<file path="src/rtl/rsp_pkg.sv">
package rsp_pkg;
  localparam int WORD_W    = 3;
  localparam int PAY_WORDS = 7;
  localparam int MAX_BYTES = 4 * PAY_WORDS;
  localparam int CNT_W     = $clog2(MAX_BYTES + 1);
  localparam int LEN_W     = 8;
  localparam int LEN_LSB   = 16;
  localparam int CRC_BIT   = 24;
  localparam int OVR_BIT   = 25;
  localparam int FULL_BIT  = 26;

  typedef enum logic {ST_FILL, ST_FLUSH} fill_state_e;
endpackage

</file>
<file path="src/rtl/rsp_status.sv">
module rsp_status
  import rsp_pkg::*;
(
  input  logic             clk_i,
  input  logic             rst_ni,
  input  logic             accept_i,
  input  logic             frame_done_i,
  input  logic [LEN_W-1:0] len_i,
  input  logic             crc_err_i,
  input  logic             ovr_i,
  input  logic             clr_i,
  output logic [31:0]      status_o,
  output logic             full_o,
  output logic             crc_o,
  output logic             ovr_o
);
  logic ovr_seen_q, carry_q;
  logic full_q, crc_q, ovr_q;
  logic [31:0] status_q;
  logic busy_full, b_crc, b_ovr, b_full;

  assign busy_full = full_q && !clr_i;
  assign b_crc  = crc_err_i;
  assign b_ovr  = ovr_seen_q || ovr_i || busy_full || carry_q;
  assign b_full = crc_err_i || !ovr_seen_q || ovr_i || carry_q;

  always_ff @(posedge clk_i or negedge rst_ni) begin
    if (!rst_ni) begin
      ovr_seen_q <= 1'b0;
      carry_q    <= 1'b0;
      status_q   <= '0;
    end else if (frame_done_i) begin
      ovr_seen_q <= 1'b0;
      carry_q    <= ovr_i;
      status_q   <= '0;
      status_q[LEN_LSB +: LEN_W] <= len_i;
      status_q[CRC_BIT]  <= b_crc;
      status_q[OVR_BIT]  <= b_ovr;
      status_q[FULL_BIT] <= b_full;
    end else if (accept_i && ovr_i) begin
      ovr_seen_q <= 1'b1;
    end
  end

  always_ff @(posedge clk_i or negedge rst_ni) begin
    if (!rst_ni) begin
      full_q <= 1'b0;
      crc_q  <= 1'b0;
      ovr_q  <= 1'b0;
    end else begin
      full_q <= (full_q && !clr_i) || (frame_done_i && b_full);
      crc_q  <= (crc_q  && !clr_i) || (frame_done_i && b_crc);
      ovr_q  <= (ovr_q  && !clr_i) || (frame_done_i && b_ovr);
    end
  end

  assign status_o = status_q;
  assign full_o   = full_q;
  assign crc_o    = crc_q;
  assign ovr_o    = ovr_q;

  a_r6_crc_flags: assert property (@(posedge clk_i) disable iff (!rst_ni)
    frame_done_i && crc_err_i |=> full_o && crc_o && status_o[CRC_BIT] && status_o[FULL_BIT]);
  a_r8_ovr_last: assert property (@(posedge clk_i) disable iff (!rst_ni)
    frame_done_i && ovr_i |=> status_o[OVR_BIT] && status_o[FULL_BIT] && ovr_o);
  a_r12_clear: assert property (@(posedge clk_i) disable iff (!rst_ni)
    clr_i && !frame_done_i |=> !full_o && !crc_o && !ovr_o);
  a_r3_reserved_zero: assert property (@(posedge clk_i) disable iff (!rst_ni)
    status_o[15:0] == 16'h0 && status_o[31:27] == 5'h0);
endmodule

</file>
<file path="src/rtl/rsp_fill.sv">
module rsp_fill
  import rsp_pkg::*;
#(
  parameter int NBUF   = 4,
  parameter int SLOT_W = 2
) (
  input  logic                     clk_i,
  input  logic                     rst_ni,
  input  logic                     dma_en_i,
  input  logic                     byte_valid_i,
  input  logic [7:0]               byte_i,
  input  logic                     frame_end_i,
  input  logic [31:0]              status_i,
  output logic                     accept_o,
  output logic                     frame_done_o,
  output logic [LEN_W-1:0]         len_o,
  output logic                     mem_we_o,
  output logic [SLOT_W+WORD_W-1:0] mem_addr_o,
  output logic [31:0]              mem_data_o
);
  localparam int AW = SLOT_W + WORD_W;
  localparam logic [SLOT_W-1:0] LAST_SLOT = SLOT_W'(NBUF - 1);
  localparam logic [WORD_W-1:0] STAT_IDX  = WORD_W'(PAY_WORDS);

  fill_state_e       st_q;
  logic [CNT_W-1:0]  cnt_q, cnt_nx;
  logic [WORD_W-1:0] widx_q;
  logic [SLOT_W-1:0] slot_q;
  logic [31:0]       wbuf_q, wbuf_ins;
  logic              take_byte, word_full;
  logic              we_q;
  logic [AW-1:0]     addr_q;
  logic [31:0]       data_q;

  assign accept_o     = dma_en_i && (st_q == ST_FILL);
  assign take_byte    = accept_o && byte_valid_i && (cnt_q < CNT_W'(MAX_BYTES));
  assign cnt_nx       = cnt_q + CNT_W'(take_byte);
  assign word_full    = take_byte && (cnt_q[1:0] == 2'd3);
  assign frame_done_o = accept_o && frame_end_i;
  assign len_o        = LEN_W'(cnt_nx);

  always_comb begin
    wbuf_ins = wbuf_q;
    if (take_byte) wbuf_ins[8*cnt_q[1:0] +: 8] = byte_i;
  end

  always_ff @(posedge clk_i or negedge rst_ni) begin
    if (!rst_ni) begin
      st_q   <= ST_FILL;
      cnt_q  <= '0;
      widx_q <= '0;
      slot_q <= '0;
      wbuf_q <= '0;
      we_q   <= 1'b0;
      addr_q <= '0;
      data_q <= '0;
    end else begin
      we_q <= 1'b0;
      unique case (st_q)
        ST_FILL: begin
          if (frame_done_o) begin
            st_q   <= ST_FLUSH;
            cnt_q  <= '0;
            wbuf_q <= wbuf_ins;
          end else if (word_full) begin
            cnt_q  <= cnt_nx;
            wbuf_q <= '0;
            widx_q <= widx_q + 1'b1;
            we_q   <= 1'b1;
            addr_q <= {slot_q, widx_q};
            data_q <= wbuf_ins;
          end else if (take_byte) begin
            cnt_q  <= cnt_nx;
            wbuf_q <= wbuf_ins;
          end
        end
        ST_FLUSH: begin
          we_q   <= 1'b1;
          addr_q <= {slot_q, widx_q};
          if (widx_q != STAT_IDX) begin
            data_q <= wbuf_q;
            wbuf_q <= '0;
            widx_q <= widx_q + 1'b1;
          end else begin
            // status goes last, then move to the next slot
            data_q <= status_i;
            widx_q <= '0;
            slot_q <= (slot_q == LAST_SLOT) ? '0 : slot_q + 1'b1;
            st_q   <= ST_FILL;
          end
        end
        default: st_q <= ST_FILL;
      endcase
    end
  end

  assign mem_we_o   = we_q;
  assign mem_addr_o = addr_q;
  assign mem_data_o = data_q;

  a_r1_slot_range: assert property (@(posedge clk_i) disable iff (!rst_ni)
    mem_we_o |-> (mem_addr_o[AW-1:WORD_W] <= LAST_SLOT));
  a_r2_word_step: assert property (@(posedge clk_i) disable iff (!rst_ni)
    mem_we_o && $past(mem_we_o) |-> mem_addr_o[WORD_W-1:0] == $past(mem_addr_o[WORD_W-1:0]) + 1'b1);
  a_r4_len_cap: assert property (@(posedge clk_i) disable iff (!rst_ni)
    len_o <= LEN_W'(MAX_BYTES));
  a_r10_idle_no_write: assert property (@(posedge clk_i) disable iff (!rst_ni)
    !dma_en_i && st_q == ST_FILL |=> !mem_we_o);
endmodule

</file>
<file path="src/rtl/rx_slot_packer.sv">
module rx_slot_packer
  import rsp_pkg::*;
#(
  parameter int NBUF = 4,
  localparam int SLOT_W = (NBUF > 1) ? $clog2(NBUF) : 1
) (
  input  logic                     clk_i,
  input  logic                     rst_ni,
  input  logic                     dma_en_i,
  input  logic                     irq_en_i,
  input  logic                     clr_i,
  input  logic                     byte_valid_i,
  input  logic [7:0]               byte_i,
  input  logic                     frame_end_i,
  input  logic                     crc_err_i,
  input  logic                     ovr_i,
  output logic                     mem_we_o,
  output logic [SLOT_W+WORD_W-1:0] mem_addr_o,
  output logic [31:0]              mem_data_o,
  output logic                     full_o,
  output logic                     crc_err_o,
  output logic                     ovr_o,
  output logic                     irq_o
);
  logic             accept, frame_done;
  logic [LEN_W-1:0] len;
  logic [31:0]      status;

  rsp_fill #(.NBUF(NBUF), .SLOT_W(SLOT_W)) u_fill (
    .clk_i        (clk_i),
    .rst_ni       (rst_ni),
    .dma_en_i     (dma_en_i),
    .byte_valid_i (byte_valid_i),
    .byte_i       (byte_i),
    .frame_end_i  (frame_end_i),
    .status_i     (status),
    .accept_o     (accept),
    .frame_done_o (frame_done),
    .len_o        (len),
    .mem_we_o     (mem_we_o),
    .mem_addr_o   (mem_addr_o),
    .mem_data_o   (mem_data_o)
  );

  rsp_status u_status (
    .clk_i        (clk_i),
    .rst_ni       (rst_ni),
    .accept_i     (accept),
    .frame_done_i (frame_done),
    .len_i        (len),
    .crc_err_i    (crc_err_i),
    .ovr_i        (ovr_i),
    .clr_i        (clr_i),
    .status_o     (status),
    .full_o       (full_o),
    .crc_o        (crc_err_o),
    .ovr_o        (ovr_o)
  );

  assign irq_o = full_o && irq_en_i;

  a_r11_irq_gate: assert property (@(posedge clk_i) disable iff (!rst_ni)
    irq_o |-> full_o && irq_en_i);
  a_r13_reset_quiet: assert property (@(posedge clk_i)
    !rst_ni |=> !full_o && !crc_err_o && !ovr_o);
endmodule

</file>
<file path="config.mk">
export PLATFORM = sky130hd
export DESIGN_NAME = rx_slot_packer
export DESIGN_NICKNAME = d
export VERILOG_FILES = /design/src/rtl/rsp_pkg.sv /design/src/rtl/rsp_status.sv /design/src/rtl/rsp_fill.sv /design/src/rtl/rx_slot_packer.sv
export SDC_FILE = /design/constraint.sdc
export NUM_CORES = 1
export LEC_CHECK = 0
export ABC_CLOCK_PERIOD_IN_PS = 2800
export BUFFER_PORTS_ARGS = -buffer_cell sky130_fd_sc_hd__clkbuf_2
export CAP_MARGIN = 20
export CORE_MARGIN = 4
export CORE_UTILIZATION = 58
export DETAILED_ROUTE_END_ITERATION = 6
export GPL_ROUTABILITY_DRIVEN = 0
export PLACE_DENSITY = 0.84
export SLEW_MARGIN = 20
export SYNTH_ARGS = -nofsm -noshare
export SYNTH_HDL_FRONTEND = slang
export SYNTH_SLANG_ARGS = --single-unit
export TNS_END_PERCENT = 5
</file>
<file path="constraint.sdc">
create_clock -name clk_i -period 2.8 [get_ports clk_i]
set_input_delay 0.56 -clock clk_i [delete_from_list [all_inputs] [get_ports clk_i]]
set_output_delay 0.56 -clock clk_i [all_outputs]
set_load 0.02 [all_outputs]
</file>
Yosys cells after proc, flatten, opt, wreduce, memory -nomap -nowiden
Cells that the tools add are included.

cells by class
  $add $sub $neg = 4
  $lt $le $gt $ge = 1
  equality and inequality tests = 7
  shifts and indexed selects = 2
  multiplexer cells = 30
  bitwise operators = 2
  reduce and logical (&&, ||, !) cells = 30

operators with widths
  operator                                                                  count
  32-bit two-way mux                                                        8
  32-bit case mux with 2 select lines                                       2
  5-bit negator with 34-bit output                                          1
  8-bit by 34-bit variable shift with 32-bit output (first input constant)  1
  8-bit by 34-bit indexed part select with 32-bit output                    1
  32-bit bitwise mux                                                        1
  5-bit two-way mux                                                         5
  1-bit logical AND                                                         13
  5-bit case mux with 2 select lines                                        1
  1-bit logical OR                                                          9
  3-bit two-way mux                                                         3
  2-bit AND reduction                                                       4
  1-bit two-way mux                                                         6
  3-bit case mux with 2 select lines                                        1
  5-bit by 1-bit adder with 5-bit output                                    1
  5-bit less-than comparator (second input constant)                        1
  2-bit equality test (second input constant)                               2
  2-bit inequality test (second input constant)                             2
  4-bit by 1-bit inequality test with 1-bit output (second input constant)  1
  1-bit case mux with 2 select lines                                        2
  3-bit by 1-bit adder with 3-bit output (second input constant)            1
  3-bit inequality test (second input constant)                             1
  3-bit nonzero test                                                        1
  2-bit by 1-bit adder with 2-bit output (second input constant)            1
  5 further kinds                                                           7

storage, ports and cells
  bits in registers = 94
  input port bits = 17
  logic and storage cells = 90

Longest topological paths before layout
  depth after elaboration = 9
  depth in mapped cells = 9

Cells and area by module
From an unflattened synthesis, not the netlist that was laid out.

unflattened totals
  cell total of the unflattened synthesis = 472
  area total of the unflattened synthesis = 5180.0 um2

by module, submodules not included
  module          instances  cells each  area each (um2)  sequential area each (um2)
  rsp_fill        1          404         4391.7           2026.9
  rsp_status      1          67          782.0            400.4
  rx_slot_packer  1          1           6.3              0.0

Least setup slack after synthesis
Ideal clock, no wire load.

  path type = input port to flip-flop
  from = input byte_valid_i
  to = register u_status.status_q[20], in the netlist u_status.status_o[20]
  library setup time = 132 ps
  arrival = 1835 ps
  data required time = 2668 ps
  path slack = 834 ps
  cell stages on the path = 9
  buffers on the path = 2
  cell sequence = and3b_1 buf_2 and2_4 buf_6 ha_1 ha_1 nand3_1 xor2_1 o21ai_0

between the ends
  word-level cells in the longest chain between the ends = 3

RTL lines
  item                                    RTL line              source
  start: declaration                      rx_slot_packer.sv:12  input logic byte_valid_i,
  1-bit logical AND (2 in a row)          rsp_fill.sv:36        assign take_byte = accept_o && byte_valid_i && (cnt_q < CNT_W'(MAX_BYTES));
  5-bit by 1-bit adder with 5-bit output  rsp_fill.sv:37        assign cnt_nx = cnt_q + CNT_W'(take_byte);
  end signal: indexed assignment          rsp_status.sv:37      status_q[CRC_BIT] <= b_crc;
  end signal: indexed assignment          rsp_status.sv:38      status_q[OVR_BIT] <= b_ovr;
  end signal: indexed assignment          rsp_status.sv:39      status_q[FULL_BIT] <= b_full;
  end: declaration                        rsp_status.sv:19      logic [31:0] status_q;

No other way between the ends.
A chain may end at the register's enable or synchronous reset.

Worst setup path after layout
  from = register u_fill.cnt_q[0]
  to = register u_fill.data_q[22], in the netlist u_fill.mem_data_o[22]

between the ends
  word-level cells in the longest chain between the ends = 7

RTL lines
  item                                                                                                                         RTL line        source
  start: declaration                                                                                                           rsp_fill.sv:26  logic [CNT_W-1:0] cnt_q, cnt_nx;
  start signal: assignment                                                                                                     rsp_fill.sv:66  cnt_q <= cnt_nx;
  start signal: assignment                                                                                                     rsp_fill.sv:73  cnt_q <= cnt_nx;
  5-bit negator with 34-bit output                                                                                             rsp_fill.sv:44  if (take_byte) wbuf_ins[8*cnt_q[1:0] +: 8] = byte_i;
  8-bit by 34-bit indexed part select with 32-bit output or 8-bit by 34-bit variable shift with 32-bit output (tied branches)  rsp_fill.sv:44
  32-bit bitwise mux                                                                                                           rsp_fill.sv:44
  32-bit two-way mux                                                                                                           rsp_fill.sv:44
  32-bit two-way mux                                                                                                           rsp_fill.sv:65  end else if (word_full) begin
  32-bit two-way mux                                                                                                           rsp_fill.sv:61  if (frame_done_o) begin
  32-bit case mux with 2 select lines                                                                                          rsp_fill.sv:59  unique case (st_q)
  end signal: assignment                                                                                                       rsp_fill.sv:71  data_q <= wbuf_ins;
  end signal: assignment                                                                                                       rsp_fill.sv:81  data_q <= wbuf_q;
  end signal: assignment                                                                                                       rsp_fill.sv:86  data_q <= status_i;
  end: declaration                                                                                                             rsp_fill.sv:33  logic [31:0] data_q;

Several ways; a longest one is shown, not always the timed one. The select of a mux whose other input is x is not followed.

==> results list <==
- The initial utilization of the core area, before any placement, comes to around 60%.
- Later-pin clock latency in the skew report: 360 ps
* Post-synthesis instance area: 4747 um2
- The core region is 7848 um2.
- Sequential-to-total area share from yosys stat: between 40% and 50%
* Vert. Die Dim: 98.47 um
- Required time at the worst-slack endpoint: roughly 3100 ps
- The number of global-route vias before repair is ~3,800.
- Async SR Flop Fraction: 100.0%
- The count of final hold-check violations was 0.
- Maximum buffer depth of the clock tree: 2
- Skew final: 16.65 ps
* Total setup buffers inserted after CTS: 0
- Counting cells, the worst reg-to-reg path comes to 6.
- The library cell used most frequently in the layout, excluding fill and tap cells, is sky130_fd_sc_hd__dfrtp_1.
* PD cells: 980.1 nW/um2
* Mean Syn Cell Area: roughly 10 um2
- Instance count after placement with tap cells included: approximately 610
- In this run the critical register-to-register path is captured at u_fill.mem_data_o[22]$_DFFE_PN0P_.
* Register-to-Register Setup Slack: around 560 ps
- The final layout contains routed wiring with a total length of 10,620 um.
- Synth-to-layout area growth: 12.15%
- Setup CP Type: flip-flop to flip-flop
* Number of buffers added by the clock tree synthesis step: 9
- At the pin with the least slew margin, the transition time is ~640 ps.
- Once placement finished, the instance area stood at around 5100 um2.
- VDD sags by at most slightly below 0.0009 V.
- Highest clock rate: roughly 450 MHz
- Top_reg_cell synth: sky130_fd_sc_hd__dfrtp_1
* Antenna-violating nets left: 0
- On the worst path, the slowest cell contributes a delay of about 530 ps.
- Worst min-delay path category: primary input to asynchronous set/reset pin
- The signal on the critical path passes through inv_1 > ha_1 > nor3b_1 > nand2_1 > mux2i_1 > o22a_1.
* Clk pin slew, worst setup/hold paths: between 100 and 150 ps
- Number of optimization iterations in the first detailed-route pass: 5
* Kind of end point of the critical path: flip-flop
- Cells after Synth: 474
* Headroom to the max-slew limit: about 57%
- R2r startpoint: u_fill.cnt_q[0]$_DFFE_PN0P_
- The total overflow left after global routing is 0.
* Final period utilization: about four fifths
- The repair_antennas step left the layout with diodes totalling 0.
- Pin placement for this block handled a little under 60 I/O pins.
- The tightest hold path in the finished design has a slack of around 210 ps.
- Number of warning messages in the yosys log: 0
- Number of flops mapped to enable cells by yosys: 0
* Count of endpoints failing setup in the final report: 0
* Synth Register Bits: 94
- Setup TNS after final layout: 0 ps
* Die outline area: ~9700 um2
- The count of buffers added on input and output ports is 58.
- Number of nets in the synthesized netlist: ~500
* First-pass GRT wire length: 18,290 um
- The top cell types in the final layout, fill and taps aside, are sky130_fd_sc_hd__dfrtp_1, sky130_fd_sc_hd__nand2_1, sky130_fd_sc_hd__clkbuf_2.
- Clock sink total: 94
- After the last flow step, the layout net total stands at ~550.
- The initial antenna violation count was 0.
- Leak pwr: around 2.4 nW
* Share of cells above drive strength 1: a little over a fifth
- Drt first-iter violations: roughly 240
- In the routed layout, each cell is associated on average with a via count of around 5.9.
- Maximum fanout count along the critical path: 10
- The run finished with clean final reports.
* Slowest cell on the critical path: sky130_fd_sc_hd__dfrtp_1
- After clock tree synthesis, the flow added hold-fix buffers numbering 0.
- Summing over every cut layer, the via total after detailed routing is roughly 3,700.
- Number of unique standard cell types used by synthesis: 43
- Max-cap violations in this run came to 0.
- The count of final max-slew check failures is 0.
- The finished cells cover between 5000 and 6000 um2.
- Timing analysis after detailed placement gives a worst setup slack of ~540 ps.
- In this run the number of H-tree levels came out at 3.
- After detailed routing, the number of remaining DRC violations is 0.
* Post-DP HPWL: around 7600 um
- Min setup slack post-route: ~560 ps
- Global routing used approximately 23% of the available tracks across all layers.
- STA puts the critical path data arrival time at approximately 2600 ps.
- PostCTS Resize Cnt: 0
* Post-layout instance count excluding filler cells: between 600 and 700
- Min cycle time layout: between 2000 and 2500 ps
* Std-Cell Rows: 32
- Critical Path Source Type: flip-flop
* TritonCTS clock tree: yes
- The die is 98.47 um wide.
- RSZ-0062 raised after global routing: false
* Wire per inst: 16.94 um
- Entering global routing, the biggest net connects 50 pins.
- The cell sitting at the root of the clock tree is a sky130_fd_sc_hd__clkbuf_8.
kinds of logic after synthesis:
group                      synth area share, %
AOI/OAI and AO/OA                        15.60
xor gates and xnor gates                0.9227
adders and majority gates                2.899
buffers and inverters                    4.059
DFF                                      49.55
muxes                                    8.856
and+or+nand+nor                          18.11
layout make-up:
type                       count  area, um2
fill                         659       2524
sequential                    94       2352
multi-input combinational    338       2208
timing repair buffer          70      382.9
tap                          102      127.6
clock buffer                   9      123.9
clock inverter                 7      102.6
inverter                       7      26.28
metal layers:
| metal | GRT usage (%) | wire (um) | up-vias |
|---|---|---|---|
| li1 | - | - | 1754 |
| met1 | 32.26 | 4648 | 1780 |
| met3 | 3.609 | 599 | 23 |
| met2 | 36.09 | 5150 | 139 |
| met4 | 9.874 | 221 | 0 |
| met5 | 0 | 0 | - |
worst max path at each step:
stage / startpoint / end / cells after the start
floorplan: byte_valid_i / u_status.status_o[20]$_DFFE_PN0P_ / 9
global placement: dma_en_i / u_fill.mem_data_o[24]$_DFFE_PN0P_ / 5
detailed placement: dma_en_i / u_fill.mem_data_o[10]$_DFFE_PN0P_ / 5
CTS: u_fill.cnt_q[0]$_DFFE_PN0P_ / u_fill.mem_data_o[22]$_DFFE_PN0P_ / 6
global route: u_fill.cnt_q[0]$_DFFE_PN0P_ / u_fill.mem_data_o[16]$_DFFE_PN0P_ / 6
finish: u_fill.cnt_q[0]$_DFFE_PN0P_ / u_fill.mem_data_o[22]$_DFFE_PN0P_ / 6
power breakdown:
part           leakage (nW)  internal (mW)  switching, mW  total, mW
clock                 0.111          0.514          0.508       1.02
sequential             1.23           1.74          0.243       1.98
combinational          1.09          0.767           1.45       2.21
through the flow:
stage,power [mW],util [%]
6_report,5.218,67.84
5_1_grt,5.579,67.84
4_1_cts,5.233,67.84
3_5_place_dp,4.223,64.96
3_3_place_gp,4.137,64.96
2_1_floorplan,3.557,-
synth_stat cells, types with 14 or more instances:
cell                        instances  share of area [%]
sky130_fd_sc_hd__nand2_1           68                5.4
sky130_fd_sc_hd__nor2_1            46                3.6
sky130_fd_sc_hd__a31oi_1           19                2.5
sky130_fd_sc_hd__mux2_2            16                3.8
sky130_fd_sc_hd__dfrtp_1           94                 50
sky130_fd_sc_hd__nor2b_1           21                2.8
sky130_fd_sc_hd__o2bb2ai_1         19                3.5
sky130_fd_sc_hd__buf_2             14                1.5
sky130_fd_sc_hd__mux2i_1           24                5.1
sky130_fd_sc_hd__a21oi_1           14                1.5
sky130_fd_sc_hd__o21ai_0           15                1.6
sky130_fd_sc_hd__clkbuf_1          14                1.1
state kept, by name (all words and copies together), names as in the netlist, 2 cells and up:
name and cells:
u_fill.slot_q 2, u_fill.mem_data_o 32, u_status.status_o 8, u_fill.cnt_q 5
u_fill.mem_addr_o 5, u_fill.widx_q 3, u_fill.wbuf_q 32
worst max-delay path: cells and delay by family, from the launching register on:
family	cells	cell delay, ps
AND/OR/NAND/NOR	2	620
flip-flops	1	530
adder cells (fa/ha/maj)	1	370
AO/OA/AOI/OAI	1	200
buffers and inverters	1	150
multiplexers	1	310
Power figures use the tool's default switching activity.
